### config.mk
export PLATFORM = sky130hd
export DESIGN_NAME = serial_channel
export DESIGN_NICKNAME = d
export VERILOG_FILES = /design/src/rtl/serial_channel_pkg.sv /design/src/rtl/serial_channel_fifo.sv /design/src/rtl/serial_channel_tx.sv /design/src/rtl/serial_channel_rx.sv /design/src/rtl/serial_channel.sv
export SDC_FILE = /design/constraint.sdc
export NUM_CORES = 1
export LEC_CHECK = 0
export BUFFER_PORTS_ARGS = -buffer_cell sky130_fd_sc_hd__clkbuf_2
export CAP_MARGIN = 20
export CORE_MARGIN = 1
export CORE_UTILIZATION = 54
export CTS_CLUSTER_DIAMETER = 80
export CTS_CLUSTER_SIZE = 8
export DETAILED_ROUTE_END_ITERATION = 8
export PLACE_DENSITY_LB_ADDON = 0.12
export SYNTH_ARGS = -nofsm -noshare
export SYNTH_HDL_FRONTEND = slang
export SYNTH_SLANG_ARGS = --single-unit
### constraint.sdc
create_clock -name clk -period 2.6 [get_ports clk]
set_clock_uncertainty 0.15 [all_clocks]
set_input_delay 0.52 -clock clk [delete_from_list [all_inputs] [get_ports clk]]
set_output_delay 0.52 -clock clk [all_outputs]
set_load 0.005 [all_outputs]
### src/rtl/serial_channel_pkg.sv
package serial_channel_pkg;
  typedef enum logic [1:0] {
    RT_NORMAL = 2'd0,
    RT_ECHO   = 2'd1,
    RT_LOCAL  = 2'd2,
    RT_REMOTE = 2'd3
  } route_e;

  typedef enum logic [2:0] {
    TX_IDLE, TX_START, TX_DATA, TX_ADDR, TX_STOP
  } tx_state_e;

  typedef enum logic [2:0] {
    RX_IDLE, RX_START, RX_DATA, RX_ADDR, RX_STOP, RX_WAIT_MARK
  } rx_state_e;
endpackage

### src/rtl/serial_channel_fifo.sv
module serial_channel_fifo #(
  parameter int W     = 9,
  parameter int DEPTH = 4
) (
  input  logic         clk,
  input  logic         rst_n,
  input  logic         push,
  input  logic [W-1:0] wdata,
  input  logic         pop,
  output logic [W-1:0] rdata,
  output logic         full,
  output logic         empty
);
  localparam int AW = (DEPTH > 1) ? $clog2(DEPTH) : 1;
  localparam int CW = $clog2(DEPTH + 1);
  localparam logic [AW-1:0] LAST = AW'(DEPTH - 1);

  logic [W-1:0]  mem [DEPTH];
  logic [AW-1:0] wr_ptr, rd_ptr;
  logic [CW-1:0] count;

  assign full  = (count == CW'(DEPTH));
  assign empty = (count == '0);
  assign rdata = mem[rd_ptr];

  always_ff @(posedge clk) begin
    if (push) mem[wr_ptr] <= wdata;
  end

  always_ff @(posedge clk) begin
    if (!rst_n) begin
      wr_ptr <= '0;
      rd_ptr <= '0;
      count  <= '0;
    end else begin
      if (push) wr_ptr <= (wr_ptr == LAST) ? '0 : wr_ptr + 1'b1;
      if (pop)  rd_ptr <= (rd_ptr == LAST) ? '0 : rd_ptr + 1'b1;
      case ({push, pop})
        2'b10:   count <= count + 1'b1;
        2'b01:   count <= count - 1'b1;
        default: count <= count;
      endcase
    end
  end

  AST_NO_OVERFLOW: assert property (@(posedge clk) disable iff (!rst_n) push |-> !full);
  AST_NO_UNDERFLOW: assert property (@(posedge clk) disable iff (!rst_n) pop |-> !empty);
endmodule

### src/rtl/serial_channel_tx.sv
module serial_channel_tx
  import serial_channel_pkg::*;
#(
  parameter int DATA_W = 8
) (
  input  logic              clk,
  input  logic              rst_n,
  input  logic              tick,
  input  logic              x16,
  input  logic [3:0]        stop_frac,
  input  logic              multidrop,
  input  logic              have,
  input  logic [DATA_W-1:0] data,
  input  logic              addr,
  output logic              take,
  output logic              line,
  output logic              idle
);
  localparam int IW = (DATA_W > 1) ? $clog2(DATA_W) : 1;
  localparam logic [IW-1:0] LAST_IDX = IW'(DATA_W - 1);

  tx_state_e         state;
  logic [4:0]        rem;
  logic [IW-1:0]     idx;
  logic [DATA_W-1:0] shreg;
  logic              abit;
  logic [4:0]        bit_rel, stop_rel;

  assign bit_rel  = x16 ? 5'd15 : 5'd0;
  assign stop_rel = x16 ? (5'd15 + 5'(stop_frac)) : ((stop_frac != 4'd0) ? 5'd1 : 5'd0);
  assign idle     = (state == TX_IDLE);
  assign take     = tick && have &&
                    ((state == TX_IDLE) || ((state == TX_STOP) && (rem == '0)));

  always_ff @(posedge clk) begin
    if (!rst_n) begin
      state <= TX_IDLE;
      rem   <= '0;
      idx   <= '0;
      shreg <= '0;
      abit  <= 1'b0;
      line  <= 1'b1;
    end else if (tick) begin
      if (take) begin
        state <= TX_START;
        rem   <= bit_rel;
        shreg <= data;
        abit  <= addr;
        line  <= 1'b0;
      end else if (rem != '0 && state != TX_IDLE) begin
        rem <= rem - 1'b1;
      end else begin
        case (state)
          TX_START: begin
            state <= TX_DATA;
            idx   <= '0;
            rem   <= bit_rel;
            line  <= shreg[0];
          end
          TX_DATA: begin
            rem <= bit_rel;
            if (idx == LAST_IDX) begin
              if (multidrop) begin
                state <= TX_ADDR;
                line  <= abit;
              end else begin
                state <= TX_STOP;
                rem   <= stop_rel;
                line  <= 1'b1;
              end
            end else begin
              idx   <= idx + 1'b1;
              shreg <= shreg >> 1;
              line  <= shreg[1];
            end
          end
          TX_ADDR: begin
            state <= TX_STOP;
            rem   <= stop_rel;
            line  <= 1'b1;
          end
          TX_STOP: begin
            state <= TX_IDLE;
            line  <= 1'b1;
          end
          default: begin
            state <= TX_IDLE;
            line  <= 1'b1;
          end
        endcase
      end
    end
  end

  AST_START_LOW: assert property (@(posedge clk) disable iff (!rst_n) take |=> !line);
  AST_HOLD_NO_TICK: assert property (@(posedge clk) disable iff (!rst_n) !tick |=> $stable(line));
endmodule

### src/rtl/serial_channel_rx.sv
module serial_channel_rx
  import serial_channel_pkg::*;
#(
  parameter int DATA_W = 8
) (
  input  logic              clk,
  input  logic              rst_n,
  input  logic              tick,
  input  logic              x16,
  input  logic              multidrop,
  input  logic              line,
  output logic              done,
  output logic [DATA_W-1:0] dout,
  output logic              aout,
  output logic              ferr
);
  localparam int IW = (DATA_W > 1) ? $clog2(DATA_W) : 1;
  localparam logic [IW-1:0] LAST_IDX = IW'(DATA_W - 1);

  rx_state_e     state;
  logic [3:0]    rem;
  logic [IW-1:0] idx;
  logic [3:0]    bit_rel;

  assign bit_rel = x16 ? 4'd15 : 4'd0;

  always_ff @(posedge clk) begin
    if (!rst_n) begin
      state <= RX_IDLE;
      rem   <= '0;
      idx   <= '0;
      dout  <= '0;
      aout  <= 1'b0;
      ferr  <= 1'b0;
      done  <= 1'b0;
    end else begin
      done <= 1'b0;
      if (tick) begin
        case (state)
          RX_IDLE: begin
            if (!line) begin
              idx  <= '0;
              aout <= 1'b0;
              if (x16) begin
                state <= RX_START;
                rem   <= 4'd7;
              end else begin
                state <= RX_DATA;
                rem   <= 4'd0;
              end
            end
          end
          RX_START: begin
            if (rem != '0) rem <= rem - 1'b1;
            else if (line) state <= RX_IDLE;
            else begin
              state <= RX_DATA;
              rem   <= bit_rel;
            end
          end
          RX_DATA: begin
            if (rem != '0) rem <= rem - 1'b1;
            else begin
              dout <= {line, dout[DATA_W-1:1]};
              rem  <= bit_rel;
              if (idx == LAST_IDX) state <= multidrop ? RX_ADDR : RX_STOP;
              else idx <= idx + 1'b1;
            end
          end
          RX_ADDR: begin
            if (rem != '0) rem <= rem - 1'b1;
            else begin
              aout  <= line;
              state <= RX_STOP;
              rem   <= bit_rel;
            end
          end
          RX_STOP: begin
            if (rem != '0) rem <= rem - 1'b1;
            else begin
              done  <= 1'b1;
              ferr  <= !line;
              state <= line ? RX_IDLE : RX_WAIT_MARK;
            end
          end
          RX_WAIT_MARK: begin
            if (line) state <= RX_IDLE;
          end
          default: state <= RX_IDLE;
        endcase
      end
    end
  end

  AST_DONE_PULSE: assert property (@(posedge clk) disable iff (!rst_n) done |=> !done);
endmodule

### src/rtl/serial_channel.sv
module serial_channel
  import serial_channel_pkg::*;
#(
  parameter int DATA_W = 8,
  parameter int DEPTH  = 4
) (
  input  logic              clk,
  input  logic              rst_n,
  input  logic              tx_rate_en,
  input  logic              rx_rate_en,
  input  logic              tx_x16,
  input  logic              rx_x16,
  input  logic [3:0]        stop_frac,
  input  logic              multidrop,
  input  logic [1:0]        route,
  input  logic              tx_valid,
  output logic              tx_ready,
  input  logic [DATA_W-1:0] tx_data,
  input  logic              tx_addr,
  output logic              rx_valid,
  input  logic              rx_ready,
  output logic [DATA_W-1:0] rx_data,
  output logic              rx_addr,
  output logic              rx_ferr,
  output logic              rx_full,
  output logic              overrun,
  output logic              tx_empty,
  input  logic              rxd,
  output logic              txd
);
  localparam int TXW = DATA_W + 1;
  localparam int RXW = DATA_W + 2;

  route_e rt;
  assign rt = route_e'(route);

  logic rxd_s1, rxd_s2;
  always_ff @(posedge clk) begin
    if (!rst_n) begin
      rxd_s1 <= 1'b1;
      rxd_s2 <= 1'b1;
    end else begin
      rxd_s1 <= rxd;
      rxd_s2 <= rxd_s1;
    end
  end

  // transmit side
  logic           txf_full, txf_empty, tx_take, tx_line, tx_idle;
  logic [TXW-1:0] txf_q;

  assign tx_ready = !txf_full;

  serial_channel_fifo #(.W(TXW), .DEPTH(DEPTH)) u_txf (
    .clk   (clk),
    .rst_n (rst_n),
    .push  (tx_valid && !txf_full),
    .wdata ({tx_addr, tx_data}),
    .pop   (tx_take),
    .rdata (txf_q),
    .full  (txf_full),
    .empty (txf_empty)
  );

  serial_channel_tx #(.DATA_W(DATA_W)) u_tx (
    .clk       (clk),
    .rst_n     (rst_n),
    .tick      (tx_rate_en),
    .x16       (tx_x16),
    .stop_frac (stop_frac),
    .multidrop (multidrop),
    .have      (!txf_empty),
    .data      (txf_q[DATA_W-1:0]),
    .addr      (txf_q[DATA_W]),
    .take      (tx_take),
    .line      (tx_line),
    .idle      (tx_idle)
  );

  assign tx_empty = txf_empty && tx_idle;

  // line routing
  logic rx_line;
  always_comb begin
    case (rt)
      RT_LOCAL:  rx_line = tx_line;
      RT_REMOTE: rx_line = 1'b1;
      default:   rx_line = rxd_s2;
    endcase
  end

  always_ff @(posedge clk) begin
    if (!rst_n) txd <= 1'b1;
    else begin
      case (rt)
        RT_ECHO, RT_REMOTE: txd <= rxd;
        RT_LOCAL:           txd <= 1'b1;
        default:            txd <= tx_line;
      endcase
    end
  end

  // receive side
  logic              rx_done, rx_a, rx_fe, rxf_empty, rx_accept, rx_pop;
  logic [DATA_W-1:0] rx_d;
  logic [RXW-1:0]    rxf_q;

  serial_channel_rx #(.DATA_W(DATA_W)) u_rx (
    .clk       (clk),
    .rst_n     (rst_n),
    .tick      (rx_rate_en),
    .x16       (rx_x16),
    .multidrop (multidrop),
    .line      (rx_line),
    .done      (rx_done),
    .dout      (rx_d),
    .aout      (rx_a),
    .ferr      (rx_fe)
  );

  assign rx_accept = rx_done && (rt != RT_REMOTE);
  assign rx_valid  = !rxf_empty;
  assign rx_pop    = rx_valid && rx_ready;

  serial_channel_fifo #(.W(RXW), .DEPTH(DEPTH)) u_rxf (
    .clk   (clk),
    .rst_n (rst_n),
    .push  (rx_accept && !rx_full),
    .wdata ({rx_fe, rx_a, rx_d}),
    .pop   (rx_pop),
    .rdata (rxf_q),
    .full  (rx_full),
    .empty (rxf_empty)
  );

  assign rx_data = rxf_q[DATA_W-1:0];
  assign rx_addr = rxf_q[DATA_W];
  assign rx_ferr = rxf_q[DATA_W+1];

  always_ff @(posedge clk) begin
    if (!rst_n) overrun <= 1'b0;
    else if (rx_accept && rx_full) overrun <= 1'b1;
    else if (rx_pop) overrun <= 1'b0;
  end

  AST_LOCAL_MARK: assert property (@(posedge clk) disable iff (!rst_n) (rt == RT_LOCAL) |=> txd);
  AST_ECHO_FOLLOW: assert property (@(posedge clk) disable iff (!rst_n) (rt == RT_ECHO) |=> (txd == $past(rxd)));
  AST_REMOTE_NO_DATA: assert property (@(posedge clk) disable iff (!rst_n) (rt == RT_REMOTE && !rx_valid) |=> !rx_valid);
  AST_OVR_WHEN_FULL: assert property (@(posedge clk) disable iff (!rst_n) $rose(overrun) |-> $past(rx_full));
  AST_EMPTY_MARK: assert property (@(posedge clk) disable iff (!rst_n) (tx_empty && rt == RT_NORMAL) |=> txd);
endmodule

==> results of run 1 <==
## sequential cells by signal, summed over array words and instances (netlist names), 2 cells and up, named ones only
name,cells
u_txf.rd_ptr,2
u_rxf.wr_ptr,2
u_rx.idx,3
u_tx.idx,3
u_txf.mem,36
u_rxf.mem,40
u_rx.state,3
u_tx.shreg,8
u_rx.rem,4
u_rxf.rd_ptr,2
u_rxf.count,3
u_txf.wr_ptr,2
u_rx.dout,8
u_txf.count,3
u_tx.state,3
u_tx.rem,5
## worst register-to-register path: stages (launching register included)
cell and delay, ps:
dfxtp_1 330, inv_1 80, ha_1 150, nor4b_4 220, o2111ai_2 190, inv_2 110, ha_4 140, inv_1 50
fa_2 330, xor2_1 150, or3_1 310, a21oi_1 120
## cell families after synthesis
family,count (synthesis)
AO/OA/AOI/OAI,105
XOR/XNOR,10
adder cells (fa/ha/maj),24
buffers and inverters,48
flip-flops,140
multiplexers,33
AND/OR/NAND/NOR,163
## metrics by stage
step / power, mW / util / worst slack (ps)
after floorplan: 4.06 / - / -7.66
after global placement: 4.42 / 0.602 / 149
after detailed placement: 4.46 / 0.602 / 90.4
after CTS: 6.74 / 0.653 / 193
after global routing: 7.07 / 0.653 / 41.3
final: 6.70 / 0.653 / 200
## power groups by stage
| stage | sequential, mW | clock, mW | combinational (mW) |
|---|---|---|---|
| after floorplan | 2.71 | 0 | 1.35 |
| after global placement | 2.82 | 0 | 1.61 |
| after detailed placement | 2.83 | 0 | 1.63 |
| after CTS | 2.78 | 2.31 | 1.65 |
| after global routing | 2.82 | 2.41 | 1.84 |
| final | 2.78 | 2.28 | 1.65 |
## layer usage
metal | routed length, um | GRT usage | up-vias
met3 | 401 | 0.0551 | 20
li1 | - | - | 2029
met2 | 5850 | 0.367 | 87
met5 | 0 | 0 | -
met4 | 208 | 0.0857 | 0
met1 | 5130 | 0.255 | 1995
## final cells by class
cell class / count / share of cell area
Clock inverter: 7 / 0.00903
Timing Repair Buffer: 54 / 0.0424
Inverter: 26 / 0.0135
Sequential cell: 140 / 0.495
Clock buffer: 25 / 0.0688
Multi-Input combinational cell: 335 / 0.347
Tap cell: 140 / 0.0243
## cell usage in the layout (no fill, tap or decap), types with 7 or more instances in the layout
master	n
mux2i_1	13
ha_1	21
inv_1	24
a21oi_1	36
buf_4	14
and3_1	7
nand2b_1	8
mux4_2	19
o21ai_0	23
nand2_1	37
a211oi_1	10
edfxtp_1	76
nor2_1	51
nand3_1	9
nor3_1	13
clkbuf_16	17
dfxtp_1	64
clkbuf_2	40
## how the worst max path moves through the flow
stage	startpoint	to	cells after the start
2_1_floorplan	u_tx.rem[0]	u_txf.count[2]	12
3_3_place_gp	route[0]	u_rxf.count[2]	10
3_5_place_dp	route[1]	u_rxf.count[2]	10
4_1_cts	u_tx.rem[0]	u_txf.count[2]	11
5_1_grt	u_tx.rem[1]	u_txf.count[2]	11
6_report	u_tx.rem[0]	u_txf.count[2]	11
==> metrics, run 1 <==
setup TNS=0 ps; # hold bufs at CTS=0; Tcrit/Tclk final=0.923; PortBufs=40; Sw Pwr=roughly 2.0 mW; worst r2r dst=u_txf.count[2]; Worst R2R Path Depth=11; Syn Nets=between 500 and 600; row count=38; Seq. cell area=about 3600 um2; Avg WL per Cell=~16 um; Comb pwr share=0.246; Clk Tree Root Cell=clkbuf_16; most numerous cell in the Yosys netlist=edfxtp_1; Chip Height=about 110 um; total gr overflow=0; worst relative slew slack=0.602; post-route ant nets=0; placed cell count=between 600 and 700; # clock sinks=140; R2R setup slack=around 200 ps; worst skew pair latency=roughly 420 ps; Peak VDD IR=slightly above 0.6 mV; diodes inserted=0; Multi-input gate area=about 2500 um2; min-delay worst type=in2reg; area of the mapped netlist=6250 um2; Pwr Density=930 nW/um2; area leader, netlist=edfxtp_1; worst path cell trace=inv_1 -> ha_1 -> nor4b_4 -> o2111ai_2 -> inv_2 -> ha_4 -> inv_1 -> fa_2 -> xor2_1 -> or3_1 -> a21oi_1; P_int=4.72 mW; WP buf/inv=3; Resized cells post-CTS=0; share of post-route cells with drive strength above 1=0.203; clock power share=0.340; Yosys top cell area share=0.365; Pins Over Slew Limit=0; Fin. Hold Viols=0; Worst path top cell family by delay=adder cells; Async SR Flop Fraction=0; Synth Area in Adders=0.0505; min-delay src=tx_data[7]; Sequential Power Share=0.415; Syn Inst Count=around 520; slowest stage delay, CP=about 330 ps; Final setup viols=0; count of state elements after synthesis=140; RSZ-0062 raised after global routing=false; number of synthesized flops with an enable pin=76; Crit-path slowest cell=dfxtp_1; postcts setup bufs=0; status=completed; Starting Density=0.566; largest family of logic cells by synthesized area=simple AND/OR/NAND/NOR gates; Die Wd=about 110 um; DRC Markers=0; post-synthesis mux area share=0.0911; Clock transition at path regs=roughly 60 ps; antenna violations before repair=0; worst r2r src=u_tx.rem[0]; compound-gate portion of the synthesized area=0.109; Distinct cells, synth=between 60 and 70; design area=just over 7000 um2; number of DRC markers in iteration 0=about 310; H-tree depth=4; CP Max Fanout=4; final wirelength=11600 um; # IOs=41; P_leak=approximately 2.7 nW; GRT Total Usage=0.213; Placer Congestion=0.838; critical path arrival=~2600 ps; post-layout min period=about 2400 ps; Hold Path Sink=u_txf.mem[1][7]; Max Cap Viol=0; CTS tree=yes; area grow syn2layout=15.3%; drt pass-1 iters=5; clock buffer depth=2; worst setup path category=reg2reg; Post-Syn Area per Cell=11.9 um2; vias per cell=roughly 5.7; CP Launch Type=flip-flop; CP required=about 2800 ps; largest cells by area after synthesis=edfxtp_1 (37%), dfxtp_1 (21%), mux4_2 (6.9%); switching share of power=0.296; maximum number of pins on one net before global-route repair=20; placed inst area=approximately 6600 um2; simple-gate share of the synthesized area=0.134; Worst Hold Path Cells=1; Top FF cell, synth=edfxtp_1; top cells by count, synth=edfxtp_1 (76), dfxtp_1 (64), nor2_1 (51), nand2_1 (37), a21oi_1 (36); total CTS buffers=17; DP HPWL=8000 um; Crit. End Element=flip-flop; nets@finish=roughly 620; Syn. warnings=0; first-pass GRT wire length=roughly 19000 um; core box area=~11000 um2; fillcell total=836; DIE AREA=between 10000 and 15000 um2; most used cell along the critical path=inv_1; sequential fraction of the synthesis area=0.571; Vias=~4100; Post-Synth XOR/XNOR Area=0.0140; worst slew pin tran=between 500 and 600 ps; vias in the first global route=~4000; Worst Hold Slack=~170 ps; Max Fclk=between 400 and 500 MHz; post-route insts no fill=a little over 700
Note: power is estimated with default switching activity, not from simulation.
==> run 2, diff against run 1 <==
--- a/config.mk
+++ b/config.mk
@@ -7,8 +7,10 @@
 export LEC_CHECK = 0
 export BUFFER_PORTS_ARGS = -buffer_cell sky130_fd_sc_hd__clkbuf_2
 export CAP_MARGIN = 20
+export CELL_PAD_IN_SITES_DETAIL_PLACEMENT = 0
+export CELL_PAD_IN_SITES_GLOBAL_PLACEMENT = 2
 export CORE_MARGIN = 1
-export CORE_UTILIZATION = 54
+export CORE_UTILIZATION = 37
 export CTS_CLUSTER_DIAMETER = 80
 export CTS_CLUSTER_SIZE = 8
 export DETAILED_ROUTE_END_ITERATION = 8
==> metrics, run 2 (same netlist as run 1, synthesis figures left out) <==
PortBufs=40 (unchanged); Max Fclk=419 MHz (was 417 MHz); worst r2r src=u_tx.rem[0] (unchanged); GRT Total Usage=0.156 (was 0.213); P_leak=2.69 nW (was 2.68 nW); min-delay src=tx_data[4] (was tx_data[7]); min-delay worst type=in2reg (unchanged); Final Util=0.444 (was 0.653); Clk Tree Root Cell=clkbuf_16 (unchanged); Top reg by flops=u_rxf.mem (unchanged); vias in the first global route=4046 (was 4005); critical path arrival=2590 ps (was 2600 ps); max reg flops=40 (unchanged); diodes inserted=0 (unchanged); number of DRC markers in iteration 0=168 (was 312); Pins Over Slew Limit=0 (unchanged); postcts setup bufs=0 (unchanged); row count=47 (was 38); Resized cells post-CTS=0 (unchanged); Worst Hold Slack=165 ps (was 168 ps); core box area=16500 um2 (was 11000 um2); Clock transition at path regs=60 ps (about the same); most common cell after layout, fill and taps aside=edfxtp_1 (unchanged); post-layout min period=2390 ps (was 2400 ps); worst relative slew slack=0.596 (was 0.602); # clock sinks=140 (unchanged); CP Max Fanout=4 (unchanged); maximum number of pins on one net before global-route repair=29 (was 20); CP Launch Type=flip-flop (unchanged); DIE AREA=17400 um2 (was 12000 um2); antenna violations before repair=0 (unchanged); DRC Markers=0 (unchanged); top flop regs=u_rxf.mem (40), u_txf.mem (36) (unchanged); Avg WL per Cell=15.6 um (was 15.9 um); Vias=4093 (was 4131); post-route insts no fill=810 (was 727); Peak VDD IR=0.587 mV (was 0.611 mV); area grow syn2layout=17.5% (was 15.3%); RSZ-0062 raised after global routing=false (unchanged); Final setup viols=0 (unchanged); Die Wd=132 um (was 110 um); setup TNS=0 ps (unchanged); CP Launch Point=u_tx.rem[0] (unchanged); DP HPWL=8710 um (was 8000 um); drt pass-1 iters=4 (was 5); Max Cap Viol=0 (unchanged); vias per cell=5.05 (was 5.68); placed inst area=6770 um2 (was 6640 um2); Starting Density=0.378 (was 0.566); worst setup path category=reg2reg (unchanged); placed cell count=778 (was 695); # hold bufs at CTS=0 (unchanged); # IOs=41 (unchanged); total gr overflow=0 (unchanged); final wirelength=12600 um (was 11600 um); total power=6.80 mW (was 6.70 mW); total CTS buffers=17 (unchanged); worst slew pin tran=605 ps (was 596 ps); worst slack at placement=80.8 ps (was 90.4 ps); design area=7340 um2 (was 7200 um2); first-pass GRT wire length=20800 um (was 19100 um); status=completed (unchanged); Fin. Hold Viols=0 (unchanged); nets@finish=626 (was 623); Chip Height=132 um (was 110 um); final worst-path setup slack=214 ps (was 200 ps); Pwr Density=927 nW/um2 (was 930 nW/um2); CP required=2810 ps (was 2800 ps); worst skew pair latency=420 ps (about the same); Placer Congestion=0.758 (was 0.838); share of post-route cells with drive strength above 1=0.214 (was 0.203); H-tree depth=4 (unchanged); post-route ant nets=0 (unchanged); Crit. End Element=flip-flop (unchanged); most frequent cells in the layout=edfxtp_1 (76), dfxtp_1 (64), nor2_1 (51) (unchanged); CTS tree=yes (unchanged); Tcrit/Tclk final=0.918 (was 0.923); fillcell total=1519 (was 836); clock buffer depth=2 (unchanged)
[run 2: cell count changes in the layout (fill, tap and decap cells not counted), moves of 2 or more]
| cell | before | now |
|---|---|---|
| inv_6 | 0 | 4 |
| buf_4 | 14 | 17 |
| clkbuf_1 | 4 | 1 |
| clkbuf_8 | 4 | 1 |
| clkinv_4 | 1 | 4 |
| clkinv_2 | 3 | 1 |
[run 2: report_power, final]
part	internal (mW)	total, mW	switching [mW]
sequential	2.56	2.77	0.208
combinational	0.757	1.69	0.936
clock	1.36	2.34	0.981
total	4.68	6.80	2.13
[run 2: layout make-up]
type                            count  area, um2  area share
Timing Repair Buffer               57        328      0.0447
Sequential cell                   140       3560       0.485
Clock buffer                       19        443      0.0603
Inverter                           26       97.6      0.0133
Multi-Input combinational cell    335       2500       0.341
Clock inverter                     13        131      0.0179
Tap cell                          220        275      0.0375
[run 2: worst paths after layout]
check               endpoint  slack [ps]  cells after the start
max           u_txf.count[2]         210                     11
min          u_txf.mem[1][4]         170                      1
max reg2reg   u_txf.count[2]         210                     11
min reg2reg           rxd_s2         270                      1
[run 2: worst max-delay path: stages (launching register included)]
cell	delay [ps]
dfxtp_1	340
inv_1	90
ha_1	150
nor4b_4	250
o2111ai_2	180
inv_2	110
ha_4	130
inv_1	50
fa_2	330
xor2_1	150
or3_1	300
a21oi_1	120
[run 2: layer usage]
| metal | track usage | wire, um | vias to the layer above |
|---|---|---|---|
| met4 | 0.0588 | 181 | 0 |
| met1 | 0.200 | 6000 | 1987 |
| met2 | 0.255 | 6030 | 59 |
| met3 | 0.0373 | 400 | 14 |
| li1 | - | - | 2033 |
| met5 | 0 | 0 | - |
